File: config.mk
export PLATFORM = sky130hd
export DESIGN_NAME = toggle_poll_ctrl
export DESIGN_NICKNAME = d
export VERILOG_FILES = /design/src/rtl/toggle_poll_pkg.sv /design/src/rtl/poll_bit_sampler.sv /design/src/rtl/poll_watchdog.sv /design/src/rtl/poll_fsm.sv /design/src/rtl/toggle_poll_ctrl.sv
export SDC_FILE = /design/constraint.sdc
export NUM_CORES = 1
export LEC_CHECK = 0
export BUFFER_PORTS_ARGS = -buffer_cell sky130_fd_sc_hd__buf_2
export CAP_MARGIN = 10
export CORE_ASPECT_RATIO = 0.9
export CORE_MARGIN = 2
export CORE_UTILIZATION = 35
export CTS_BUF_LIST = sky130_fd_sc_hd__clkbuf_8
export DETAILED_ROUTE_END_ITERATION = 8
export GPL_ROUTABILITY_DRIVEN = 0
export HOLD_SLACK_MARGIN = 0.08
export MAX_ROUTING_LAYER = met4
export PLACE_DENSITY_LB_ADDON = 0.2
export SYNTH_ARGS = -nofsm -noshare
export SYNTH_HDL_FRONTEND = slang
export SYNTH_SLANG_ARGS = --single-unit
File: constraint.sdc
create_clock -name clk -period 3.45 [get_ports clk]
set_input_delay 0.5175 -clock clk [delete_from_list [all_inputs] [get_ports clk]]
set_output_delay 0.5175 -clock clk [all_outputs]
set_load 0.01 [all_outputs]
File: src/rtl/toggle_poll_pkg.sv
// Shared types for the toggle-bit completion poller.
// Assumes nothing beyond a synthesizable enum encoding.
package toggle_poll_pkg;

    typedef enum logic [2:0] {
        ST_IDLE = 3'd0,   // waiting for start
        ST_RD1  = 3'd1,   // first read of an ordinary pair
        ST_RD2  = 3'd2,   // second read of an ordinary pair
        ST_CF1  = 3'd3,   // first read of the confirmation pair
        ST_CF2  = 3'd4,   // second read of the confirmation pair
        ST_CMD  = 3'd5    // reset-command write
    } poll_state_t;

endpackage

File: src/rtl/poll_bit_sampler.sv
// Holds the toggle bit of the first read of a pair and reports whether the
// current read differs from it. Assumes the caller pulses cap on the
// accepted first read of every pair, so a new pair never uses an old reference.
module poll_bit_sampler (
    input  logic clk,
    input  logic rst_n,
    input  logic cap,
    input  logic tog_in,
    input  logic tmo_in,
    output logic toggled,
    output logic timed_out
);

    logic ref_bit;

    // Capture the reference toggle bit on the first read of a pair.
    always_ff @(posedge clk) begin
        if (!rst_n)
            ref_bit <= 1'b0;
        else if (cap)
            ref_bit <= tog_in;
    end

    // Compare the current read against the stored reference.
    always_comb begin
        toggled   = tog_in ^ ref_bit;
        timed_out = tmo_in;
    end

endmodule

File: src/rtl/poll_watchdog.sv
// Counts ordinary polling pairs that ended still toggling. at_limit is high
// when the pair now ending is the MAX_POLLS-th one. MAX_POLLS of 0 turns
// the watchdog off. Assumes clr and inc never coincide.
module poll_watchdog #(
    parameter int MAX_POLLS = 1024
) (
    input  logic clk,
    input  logic rst_n,
    input  logic clr,
    input  logic inc,
    output logic at_limit
);

    localparam int CNT_W = $clog2(MAX_POLLS + 2);

    generate
        if (MAX_POLLS == 0) begin : g_off
            logic unused_wd;
            // Watchdog disabled: inputs are deliberately unused.
            assign unused_wd = clk ^ rst_n ^ clr ^ inc;
            assign at_limit  = 1'b0;
        end else begin : g_on
            logic [CNT_W-1:0] pairs_q;

            // Count completed toggling pairs, cleared at each new start.
            always_ff @(posedge clk) begin
                if (!rst_n || clr)
                    pairs_q <= '0;
                else if (inc)
                    pairs_q <= pairs_q + 1'b1;
            end

            assign at_limit = (pairs_q == CNT_W'(MAX_POLLS - 1));
        end
    endgenerate

endmodule

File: src/rtl/poll_fsm.sv
// Sequencing for toggle-bit polling. It runs ordinary read pairs, a
// confirmation pair when the timeout flag is seen, and a reset-command
// write on failure, and it holds the done/fail result.
// Assumes the sampler and watchdog outputs are combinational on this cycle.
module poll_fsm
    import toggle_poll_pkg::*;
(
    input  logic clk,
    input  logic rst_n,
    input  logic start,
    input  logic abort,
    input  logic rd_vld,
    input  logic cmd_ack,
    input  logic toggled,
    input  logic timed_out,
    input  logic at_limit,
    output logic rd_req,
    output logic cmd_req,
    output logic cap,
    output logic wd_clr,
    output logic wd_inc,
    output logic busy,
    output logic done,
    output logic fail
);

    poll_state_t state_q, state_d;
    logic        done_q, fail_q;
    logic        acc, set_done, set_fail, launch;

    // Next-state and control decode.
    always_comb begin
        state_d  = state_q;
        set_done = 1'b0;
        set_fail = 1'b0;
        wd_inc   = 1'b0;
        rd_req   = (state_q == ST_RD1) || (state_q == ST_RD2) ||
                   (state_q == ST_CF1) || (state_q == ST_CF2);
        cmd_req  = (state_q == ST_CMD);
        acc      = rd_req && rd_vld;
        launch   = (state_q == ST_IDLE) && start && !abort;
        cap      = acc && !abort && ((state_q == ST_RD1) || (state_q == ST_CF1));
        unique case (state_q)
            ST_IDLE: if (launch) state_d = ST_RD1;
            ST_RD1: begin
                if (abort)    state_d = ST_IDLE;
                else if (acc) state_d = ST_RD2;
            end
            ST_RD2: begin
                if (abort) state_d = ST_IDLE;
                else if (acc) begin
                    if (!toggled) begin
                        state_d  = ST_IDLE;
                        set_done = 1'b1;
                    end else if (timed_out) begin
                        state_d = ST_CF1;
                    end else if (at_limit) begin
                        state_d = ST_CMD;
                    end else begin
                        state_d = ST_RD1;
                        wd_inc  = 1'b1;
                    end
                end
            end
            ST_CF1: begin
                if (abort)    state_d = ST_IDLE;
                else if (acc) state_d = ST_CF2;
            end
            ST_CF2: begin
                if (abort) state_d = ST_IDLE;
                else if (acc) begin
                    if (!toggled) begin
                        state_d  = ST_IDLE;
                        set_done = 1'b1;
                    end else begin
                        state_d = ST_CMD;
                    end
                end
            end
            ST_CMD: begin
                if (cmd_ack) begin
                    state_d  = ST_IDLE;
                    set_fail = 1'b1;
                end
            end
            default: state_d = ST_IDLE;
        endcase
        wd_clr = launch;
    end

    // State register.
    always_ff @(posedge clk) begin
        if (!rst_n) state_q <= ST_IDLE;
        else        state_q <= state_d;
    end

    // Result flags: cleared by a new start, set when a run ends.
    always_ff @(posedge clk) begin
        if (!rst_n || launch) begin
            done_q <= 1'b0;
            fail_q <= 1'b0;
        end else begin
            if (set_done) done_q <= 1'b1;
            if (set_fail) fail_q <= 1'b1;
        end
    end

    assign busy = (state_q != ST_IDLE);
    assign done = done_q;
    assign fail = fail_q;

endmodule

File: src/rtl/toggle_poll_ctrl.sv
// Top of the toggle-bit completion poller. It picks the toggle and timeout
// bits out of the status word and wires the sampler, watchdog and FSM.
// Assumes rd_data is valid whenever rd_vld is high.
module toggle_poll_ctrl #(
    parameter int DATA_W    = 8,
    parameter int TOG_BIT   = 6,
    parameter int TMO_BIT   = 5,
    parameter int MAX_POLLS = 1024
) (
    input  logic              clk,
    input  logic              rst_n,
    input  logic              start,
    input  logic              abort,
    output logic              rd_req,
    input  logic              rd_vld,
    input  logic [DATA_W-1:0] rd_data,
    output logic              cmd_req,
    input  logic              cmd_ack,
    output logic              busy,
    output logic              done,
    output logic              fail
);

    logic toggled, timed_out, at_limit, cap, wd_clr, wd_inc;
    logic unused_status;

    // Only the toggle and timeout bits matter; the rest are intentionally dropped.
    assign unused_status = ^rd_data;

    poll_bit_sampler u_sampler (
        .clk       (clk),
        .rst_n     (rst_n),
        .cap       (cap),
        .tog_in    (rd_data[TOG_BIT]),
        .tmo_in    (rd_data[TMO_BIT]),
        .toggled   (toggled),
        .timed_out (timed_out)
    );

    poll_watchdog #(.MAX_POLLS(MAX_POLLS)) u_wd (
        .clk      (clk),
        .rst_n    (rst_n),
        .clr      (wd_clr),
        .inc      (wd_inc),
        .at_limit (at_limit)
    );

    poll_fsm u_fsm (
        .clk       (clk),
        .rst_n     (rst_n),
        .start     (start),
        .abort     (abort),
        .rd_vld    (rd_vld),
        .cmd_ack   (cmd_ack),
        .toggled   (toggled),
        .timed_out (timed_out),
        .at_limit  (at_limit),
        .rd_req    (rd_req),
        .cmd_req   (cmd_req),
        .cap       (cap),
        .wd_clr    (wd_clr),
        .wd_inc    (wd_inc),
        .busy      (busy),
        .done      (done),
        .fail      (fail)
    );

endmodule

* Word-level counts from Yosys, hierarchy flattened
Cells that the tools add are included.
** Storage, ports and cells
- Logic and storage cells :: 62
- Bits of input ports :: 14
- Flip-flop bits (word level) :: 17
- Output and inout bits :: 5
** Operators by class
- Bitwise operators :: 1
- Muxes and demuxes :: 27
- Reduce and logical (&&, ||, !) cells :: 16
- Equal/unequal tests :: 12
- Add/sub/neg operators :: 1
** Operators with widths (count)
- 2-to-1 mux 3 bit :: 14
- case mux 3 bit (6 select lines) :: 1
- 2-to-1 mux 1 bit :: 12
- != test 3 x 2 -> 1 bit, second input constant :: 4
- adder 11 x 1 -> 11 bit, second input constant :: 1
- == test 11 x 10 -> 1 bit, second input constant :: 1
- == test 3 x 2 -> 1 bit, second input constant :: 2
- == test 3 bit, second input constant :: 2
- AND reduction 6 bit :: 1
- logical AND 1 bit :: 5
- logical OR 1 bit :: 5
- != test 2 x 1 -> 1 bit, second input constant :: 2
- == test 3 x 1 -> 1 bit, second input constant :: 1
- logical NOT 3 bit :: 1
- nonzero test 3 bit :: 1
- logical NOT 1 bit :: 2
- OR reduction 2 bit :: 1
- XOR 1 bit :: 1

* Logic depth before layout (Yosys ltp)
Gate-level depths: netlist (run 1).
- Word-level depth :: 8
- Gate-level depth with buffers :: 6
- Depth with buffers taken out :: 5

* Cells and area by module
From an unflattened synthesis (run 1), not the netlist that was laid out.
** Second synthesis, totals
- Cells, all modules :: 111
- Area total of the unflattened synthesis :: 944.7 um^2
** By module, submodules not included
- poll_watchdog :: times used 1, seq. area each 220.2 um^2, cells an instance 57, area each 510.5 um^2
- poll_fsm :: times used 1, seq. area each 100.1 um^2, cells an instance 49, area each 381.6 um^2
- poll_bit_sampler :: times used 1, seq. area each 20.0 um^2, cells an instance 5, area each 52.6 um^2

* Worst setup path after synthesis (run 1)
Ideal clock, no wire load.
- Path type :: input to register
- Start :: in abort
- End :: reg u_wd.g_on.pairs_q[7]
- Setup time :: 0.073 ns
- Data arrival time :: 2.016 ns
- Stages :: 5
- Setup slack :: 1.361 ns
- Buffers on the path :: 1
- Data required time :: 3.377 ns
- Cell sequence :: buf_2 -> or3_4 -> or4_4 -> or4_1 -> a21oi_1
** Between the ends
- Longest elaborated chain between the ends :: 3
- Elaborated cells between the ends (all ways) :: 5
- Classes of those cells :: mux (2); reduce/logical (3)
** Ends and longest elaborated chain
- from (decl) :: line toggle_poll_ctrl.sv:13 : input logic abort,
- logical NOT 1 bit :: line poll_fsm.sv:41 : launch = (state_q == ST_IDLE) && start && !abort;
- logical AND 1 bit :: line poll_fsm.sv:41
- logical OR 1 bit :: line poll_watchdog.sv:27 : if (!rst_n || clr)
- to (signal assigned) :: line poll_watchdog.sv:30 : pairs_q <= pairs_q + 1'b1;
- to (decl) :: line poll_watchdog.sv:23 : logic [CNT_W-1:0] pairs_q;
Several ways; a longest one is shown, not always the timed one.
A chain may end at the register's enable or synchronous reset.

* Final worst setup path (run 1)
- Start :: reg u_fsm.state_q[1]
- End :: reg u_wd.g_on.pairs_q[2]
** Between the ends
- Longest elaborated chain between the ends :: 8
- Elaborated cells between the ends (all ways) :: 15
- Classes of those cells :: eq/ne (4); mux (3); reduce/logical (8)
** Ends and longest elaborated chain
- from (decl) :: line poll_fsm.sv:27 : poll_state_t state_q, state_d;
- from (signal assigned) :: line poll_fsm.sv:94 : else state_q <= state_d;
- == test 3 x 1 -> 1 bit / == test 3 x 2 -> 1 bit (equally long branches) :: line poll_fsm.sv:37, poll_fsm.sv:43
- logical OR 1 bit (2 in series) :: line poll_fsm.sv:37 : rd_req = (state_q == ST_RD1) || (state_q == ST_RD2) ||
- logical OR 1 bit :: line poll_fsm.sv:38 : (state_q == ST_CF1) || (state_q == ST_CF2);
- logical AND 1 bit :: line poll_fsm.sv:40 : acc = rd_req && rd_vld;
- 2-to-1 mux 1 bit :: line poll_fsm.sv:51 : else if (acc) begin
- 2-to-1 mux 1 bit :: line poll_fsm.sv:50 : if (abort) state_d = ST_IDLE;
- 2-to-1 mux 1 bit :: line poll_fsm.sv:43 : unique case (state_q)
Several ways; a longest one is shown, not always the timed one.

==> results of run 1 <==
## power breakdown
part	switching [mW]	internal (mW)
clock	0.0701	0.0802
combinational	0.0200	0.0121
sequential	0.00221	0.197
## cells in the final DEF (no fill, tap or decap), types with 4 or more instances in the layout
cell type,instances
o21ai_0,4
a21oi_1,10
buf_2,12
or3_1,5
o31ai_1,6
nand2_1,4
nor2_1,7
dfxtp_1,17
nor3_1,4
inv_1,7
or4_1,4
## worst paths after layout
check	to	slack, ns	cells after the start
worst max-delay path	u_wd.g_on.pairs_q[2]	1.32	3
worst min register to register	u_wd.g_on.pairs_q[10]	0.44	1
worst max register to register	u_wd.g_on.pairs_q[2]	1.32	3
worst min-delay path	u_wd.g_on.pairs_q[10]	0.44	1
## routing by layer
| layer | vias up | track usage [%] | wire length, um |
|---|---|---|---|
| met3 | 2 | 5.20 | 99 |
| met2 | 20 | 21.0 | 944 |
| met1 | 438 | 23.5 | 1130 |
| met5 | - | - | 0 |
| met4 | 0 | 5.93 | 11 |
| li1 | 481 | - | - |
## area by class of cell
type | instances | area share [%]
Clock inverter | 1 | 0.447
Clock buffer | 3 | 3.69
Sequential cell | 17 | 30.4
Inverter | 7 | 2.35
Multi-Input combinational cell | 90 | 53.3
Timing Repair Buffer | 12 | 5.36
Tap cell | 40 | 4.47
## worst max-delay path, cell delays in order, from the launching register on
cell	delay, ns
dfxtp_1	0.44
or4_2	0.70
o21ai_1	0.71
o41ai_1	0.14
## sequential cells by signal, summed over array words and instances (netlist names)
name,count
u_sampler.ref_bit,1
u_fsm.fail,1
u_fsm.state_q,3
u_wd.g_on.pairs_q,11
u_fsm.done,1
## cells by family (layout without fill, tap and decap cells)
logic type / Yosys count / in the layout / share of synthesized area (%)
muxes: 2 / 2 / 2.02
AOI/OAI and AO/OA: 38 / 38 / 25.9
buffers and inverters: 12 / 23 / 5.43
DFF: 17 / 17 / 34.3
adders and majority gates: 1 / 1 / 1.26
xor gates and xnor gates: 3 / 3 / 2.65
and+or+nand+nor: 46 / 46 / 28.4
==> results.json, run 1 <==
{
  "fin_area_um2": 1120,
  "hp-start": "u_wd.g_on.pairs_q[10]",
  "diodes": 0,
  "rsz0062_at_grt": "false",
  "viasPerCell": 5.54,
  "synth_top_area_share_pct": 34.3,
  "grt_max_degree": 15,
  "synth_top_area_cell": "dfxtp_1",
  "post_synth_num_cell_types": 46,
  "cp.arrival_ns": 2.24,
  "wl_per_cell_um": 12.9,
  "hold_slack_ns": 0.444,
  "via_count": 941,
  "track_usage_pct": 16.4,
  "hold_path.class": "flop to flop",
  "powerDensity_nw_per_um2": 341,
  "period_needed_ns": 2.13,
  "clockBufferDepth": 2,
  "multiInputGateArea_um2": 597,
  "final_antenna_net_count": 0,
  "synth_edf_count": 0,
  "synthesis.area_um2": 991,
  "setup.worst_path.class": "flop to flop",
  "nets": 146,
  "placed_cells_incl_taps": 166,
  "hpwl_um": 1570,
  "io_pins": 19,
  "netlist_instances": 119,
  "initialDrtViolationCount": 63,
  "grt_overflow": 0,
  "cts_buffers": 3,
  "antenna_found_initial": 0,
  "crit_path_end_kind": "flop",
  "clk_latency_ns": 0.25,
  "synth_area_per_cell_um2": 8.33,
  "die_h_um": 54.5,
  "cts-root-buf": "clkbuf_8",
  "hold_viol_final": 0,
  "worst_slack_ns": 1.32,
  "drv_slew": 0,
  "core_area_um2": 2730,
  "dpl-instance-area_um2": 1070,
  "initial_utilization_pct": 36.4,
  "skew_ns": 0.00166,
  "ys_warn_count": 0,
  "synth-main-ff-cell": "dfxtp_1",
  "final_cells": 170,
  "fmax_ghz": 0.470,
  "drive_gt1_share_pct": 16.9,
  "final_util_pct": 41.1,
  "async_flop_share_pct": 0,
  "ff_latch_area_um2": 340,
  "cts_resized": 0,
  "ys_seq_area_share_pct": 34.3,
  "drc": 0,
  "rows": 18,
  "grt_pass1_wl_um": 3840,
  "vdd_drop_max_v": 0.000193,
  "synthesis.nets": 134,
  "ys_top_cells_by_count": "17 x dfxtp_1, 10 x a21oi_1, 7 x inv_1, 7 x nor2_1, 6 x o31ai_1",
  "wirelength_um": 2190,
  "cts_tree": "done",
  "area_growth_pct": 13.0,
  "slew_headroom_pct": 41.2,
  "yosys-top-cells-area": "dfxtp_1 34%, a21oi_1 5.1%, o31ai_1 4.5%, or3_1 3.2%, or4_1 3.0%",
  "worst_pin_slew_ns": 0.876,
  "total_power_mw": 0.382,
  "finalSetupViolCount": 0,
  "crit_fanout": 13,
  "post-route-period-util_pct": 61.6,
  "hold_buffers": 0,
  "die_area_um2": 3270,
  "place_ws_ns": 1.18,
  "crit_path_start": "u_fsm.state_q[1]",
  "status": "completed",
  "cp-start-kind": "flop",
  "nFillCells": 284,
  "first_pass_iters": 4,
  "synth.most_common_cell": "dfxtp_1",
  "cts.sinks": 17,
  "p_leak_nw": 0.378,
  "htreeDepth": 1,
  "maxCapViolations": 0,
  "post-cts-setup-buffer-count": 0,
  "yosys_register_bits": 17,
  "port_buffers": 12,
  "dieWidth_um": 60.1,
  "cts.reportedPaths.clkPinSlew_ns": 0.07,
  "grt_pass1_vias": 831,
  "tns_ns": 0,
  "cp_data_required_time_ns": 3.57,
  "r2r_start": "u_fsm.state_q[1]"
}
No activity file was read; power rests on OpenSTA's default activity.
==> inputs of run 2 (changes only) <==
clock period = 2.08 ns   (was 3.45 ns; I/O delays follow)
==> results.json, run 2 (synthesis gave the netlist of run 1 again) <==
{
  "layout_common_cells": "17 x dfxtp_1, 12 x buf_2, 10 x a21oi_1",
  "drc": 0,
  "hp-start": "cmd_ack",
  "cts_resized": 0,
  "hold_viol_final": 0,
  "cp.arrival_ns": 2.05,
  "wirelength_um": 2360,
  "grt_max_degree": 14,
  "clockBufferDepth": 2,
  "first_pass_iters": 4,
  "layout_commonest_cell": "dfxtp_1",
  "grt_use_met2_pct": 24.5,
  "dieWidth_um": 60.1,
  "multiInputGateArea_um2": 597,
  "critPathSlowestCell": "or4_4",
  "final_util_pct": 43.0,
  "crit_path_end_kind": "flop",
  "maxCapViolations": 0,
  "track_usage_pct": 16.3,
  "drv_slew": 0,
  "reg2reg_slack_ns": 0.21,
  "final_antenna_net_count": 0,
  "grt_pass1_vias": 841,
  "cts.sinks": 17,
  "setup.worst_path.class": "flop to flop",
  "htreeDepth": 1,
  "diodes": 0,
  "die_h_um": 54.5,
  "die_area_um2": 3270,
  "nets": 153,
  "grt_overflow": 0,
  "io_pins": 19,
  "finalSetupViolCount": 0,
  "cp_data_required_time_ns": 2.26,
  "fmax_ghz": 0.534,
  "grt_util_met1_pct": 22.3,
  "cp-start-kind": "flop",
  "post-cts-setup-buffer-count": 0,
  "initial_utilization_pct": 36.4,
  "grt_util_met3_pct": 4.26,
  "largestRegisters": "u_wd.g_on.pairs_q x11, u_fsm.state_q x3",
  "p_leak_nw": 0.415,
  "drive_gt1_share_pct": 21.2,
  "period_needed_ns": 1.87,
  "cts_tree": "done",
  "hold_path.class": "primary input to flop",
  "worstRegToRegCells": 4,
  "busiest_layer": "met2",
  "crit_fanout": 6,
  "rsz0062_at_grt": "false",
  "powerDensity_nw_per_um2": 541,
  "holdPathEnd": "u_fsm.fail",
  "r2r-end": "u_wd.g_on.pairs_q[7]",
  "r2r_start": "u_fsm.state_q[0]",
  "min_path_cells": 3,
  "slew_headroom_pct": 63.8,
  "skew_ns": 0.00637,
  "core_area_um2": 2730,
  "largest_reg_flops": 11,
  "vdd_drop_max_v": 0.000351,
  "cts.reportedPaths.clkPinSlew_ns": 0.06,
  "cts_buffers": 3,
  "initialDrtViolationCount": 15,
  "area_growth_pct": 18.3,
  "hold_slack_ns": 0.299,
  "ff_latch_area_um2": 340,
  "path_cells": "or3_4 > or4_4 > or4_1 > a21oi_1",
  "hold_buffers": 0,
  "clk_latency_ns": 0.25,
  "nFillCells": 288,
  "wl_per_cell_um": 13.3,
  "post-route-period-util_pct": 90.0,
  "antenna_found_initial": 0,
  "tns_ns": 0,
  "status": "completed",
  "via_count": 971,
  "hpwl_um": 1780,
  "crit_path_max_incr_delay_ns": 0.52,
  "worst_pin_slew_ns": 0.535,
  "grt_pass1_wl_um": 3860,
  "viasPerCell": 5.49,
  "regMostFlops": "u_wd.g_on.pairs_q",
  "port_buffers": 12,
  "rows": 18,
  "cts-root-buf": "clkbuf_8"
}
==> run 2: cell types whose count changed in the layout (fill, tap and decap cells not counted) <==
cell,previous run,this run
buf_4,0,7
==> run 2: worst max-delay path: cells and delay by family, from the launching register on <==
kind | cells | cell delay (ns)
AND/OR/NAND/NOR | 3 | 1.33
flip-flops | 1 | 0.33
AO/OA/AOI/OAI | 1 | 0.15
==> run 2: cell type report <==
type	instances	area share, %
well taps	40	4.27
clock inverters	1	0.427
flip-flops and latches	17	29.0
clock buffers	3	3.52
repair buffers	19	9.61
inverters	7	2.24
multi-input cells	90	50.9
==> run 2: how the worst max path moves through the flow <==
| stage | startpoint | end | slack (ns) |
|---|---|---|---|
| floorplan | u_fsm.state_q[0] | u_wd.g_on.pairs_q[7] | 0.20 |
| global placement | abort | u_wd.g_on.pairs_q[9] | 0.18 |
| detailed placement | abort | u_wd.g_on.pairs_q[7] | 0.16 |
| CTS | u_fsm.state_q[0] | u_wd.g_on.pairs_q[7] | 0.20 |
| global route | u_fsm.state_q[0] | u_wd.g_on.pairs_q[3] | 0.06 |
| finish | u_fsm.state_q[0] | u_wd.g_on.pairs_q[7] | 0.21 |
==> run 2: where the power goes <==
group          leakage (nW)  internal (mW)  total, mW  switching [mW]
combinational         0.252         0.0248     0.0617          0.0369
sequential            0.137          0.327      0.329         0.00174
clock                0.0255          0.133      0.243           0.111
==> run 2: metal layers <==
layer	wire length [um]	vias up	part of all wire, %
li1	-	492	-
met1	1200	457	51
met2	1060	20	45
met3	89	2	3.8
met4	10	0	0.42
met5	0	-	0
==> run 2: stage by stage <==
step           std cells  worst slack, ns  area, um2  power [mW]
2_1_floorplan        119            0.195        991       0.372
3_3_place_gp         173            0.181       1130       0.396
3_5_place_dp         173            0.155       1130       0.397
4_1_cts              177            0.204       1170       0.642
5_1_grt              177           0.0627       1170       0.663
6_report             177            0.208       1170       0.634
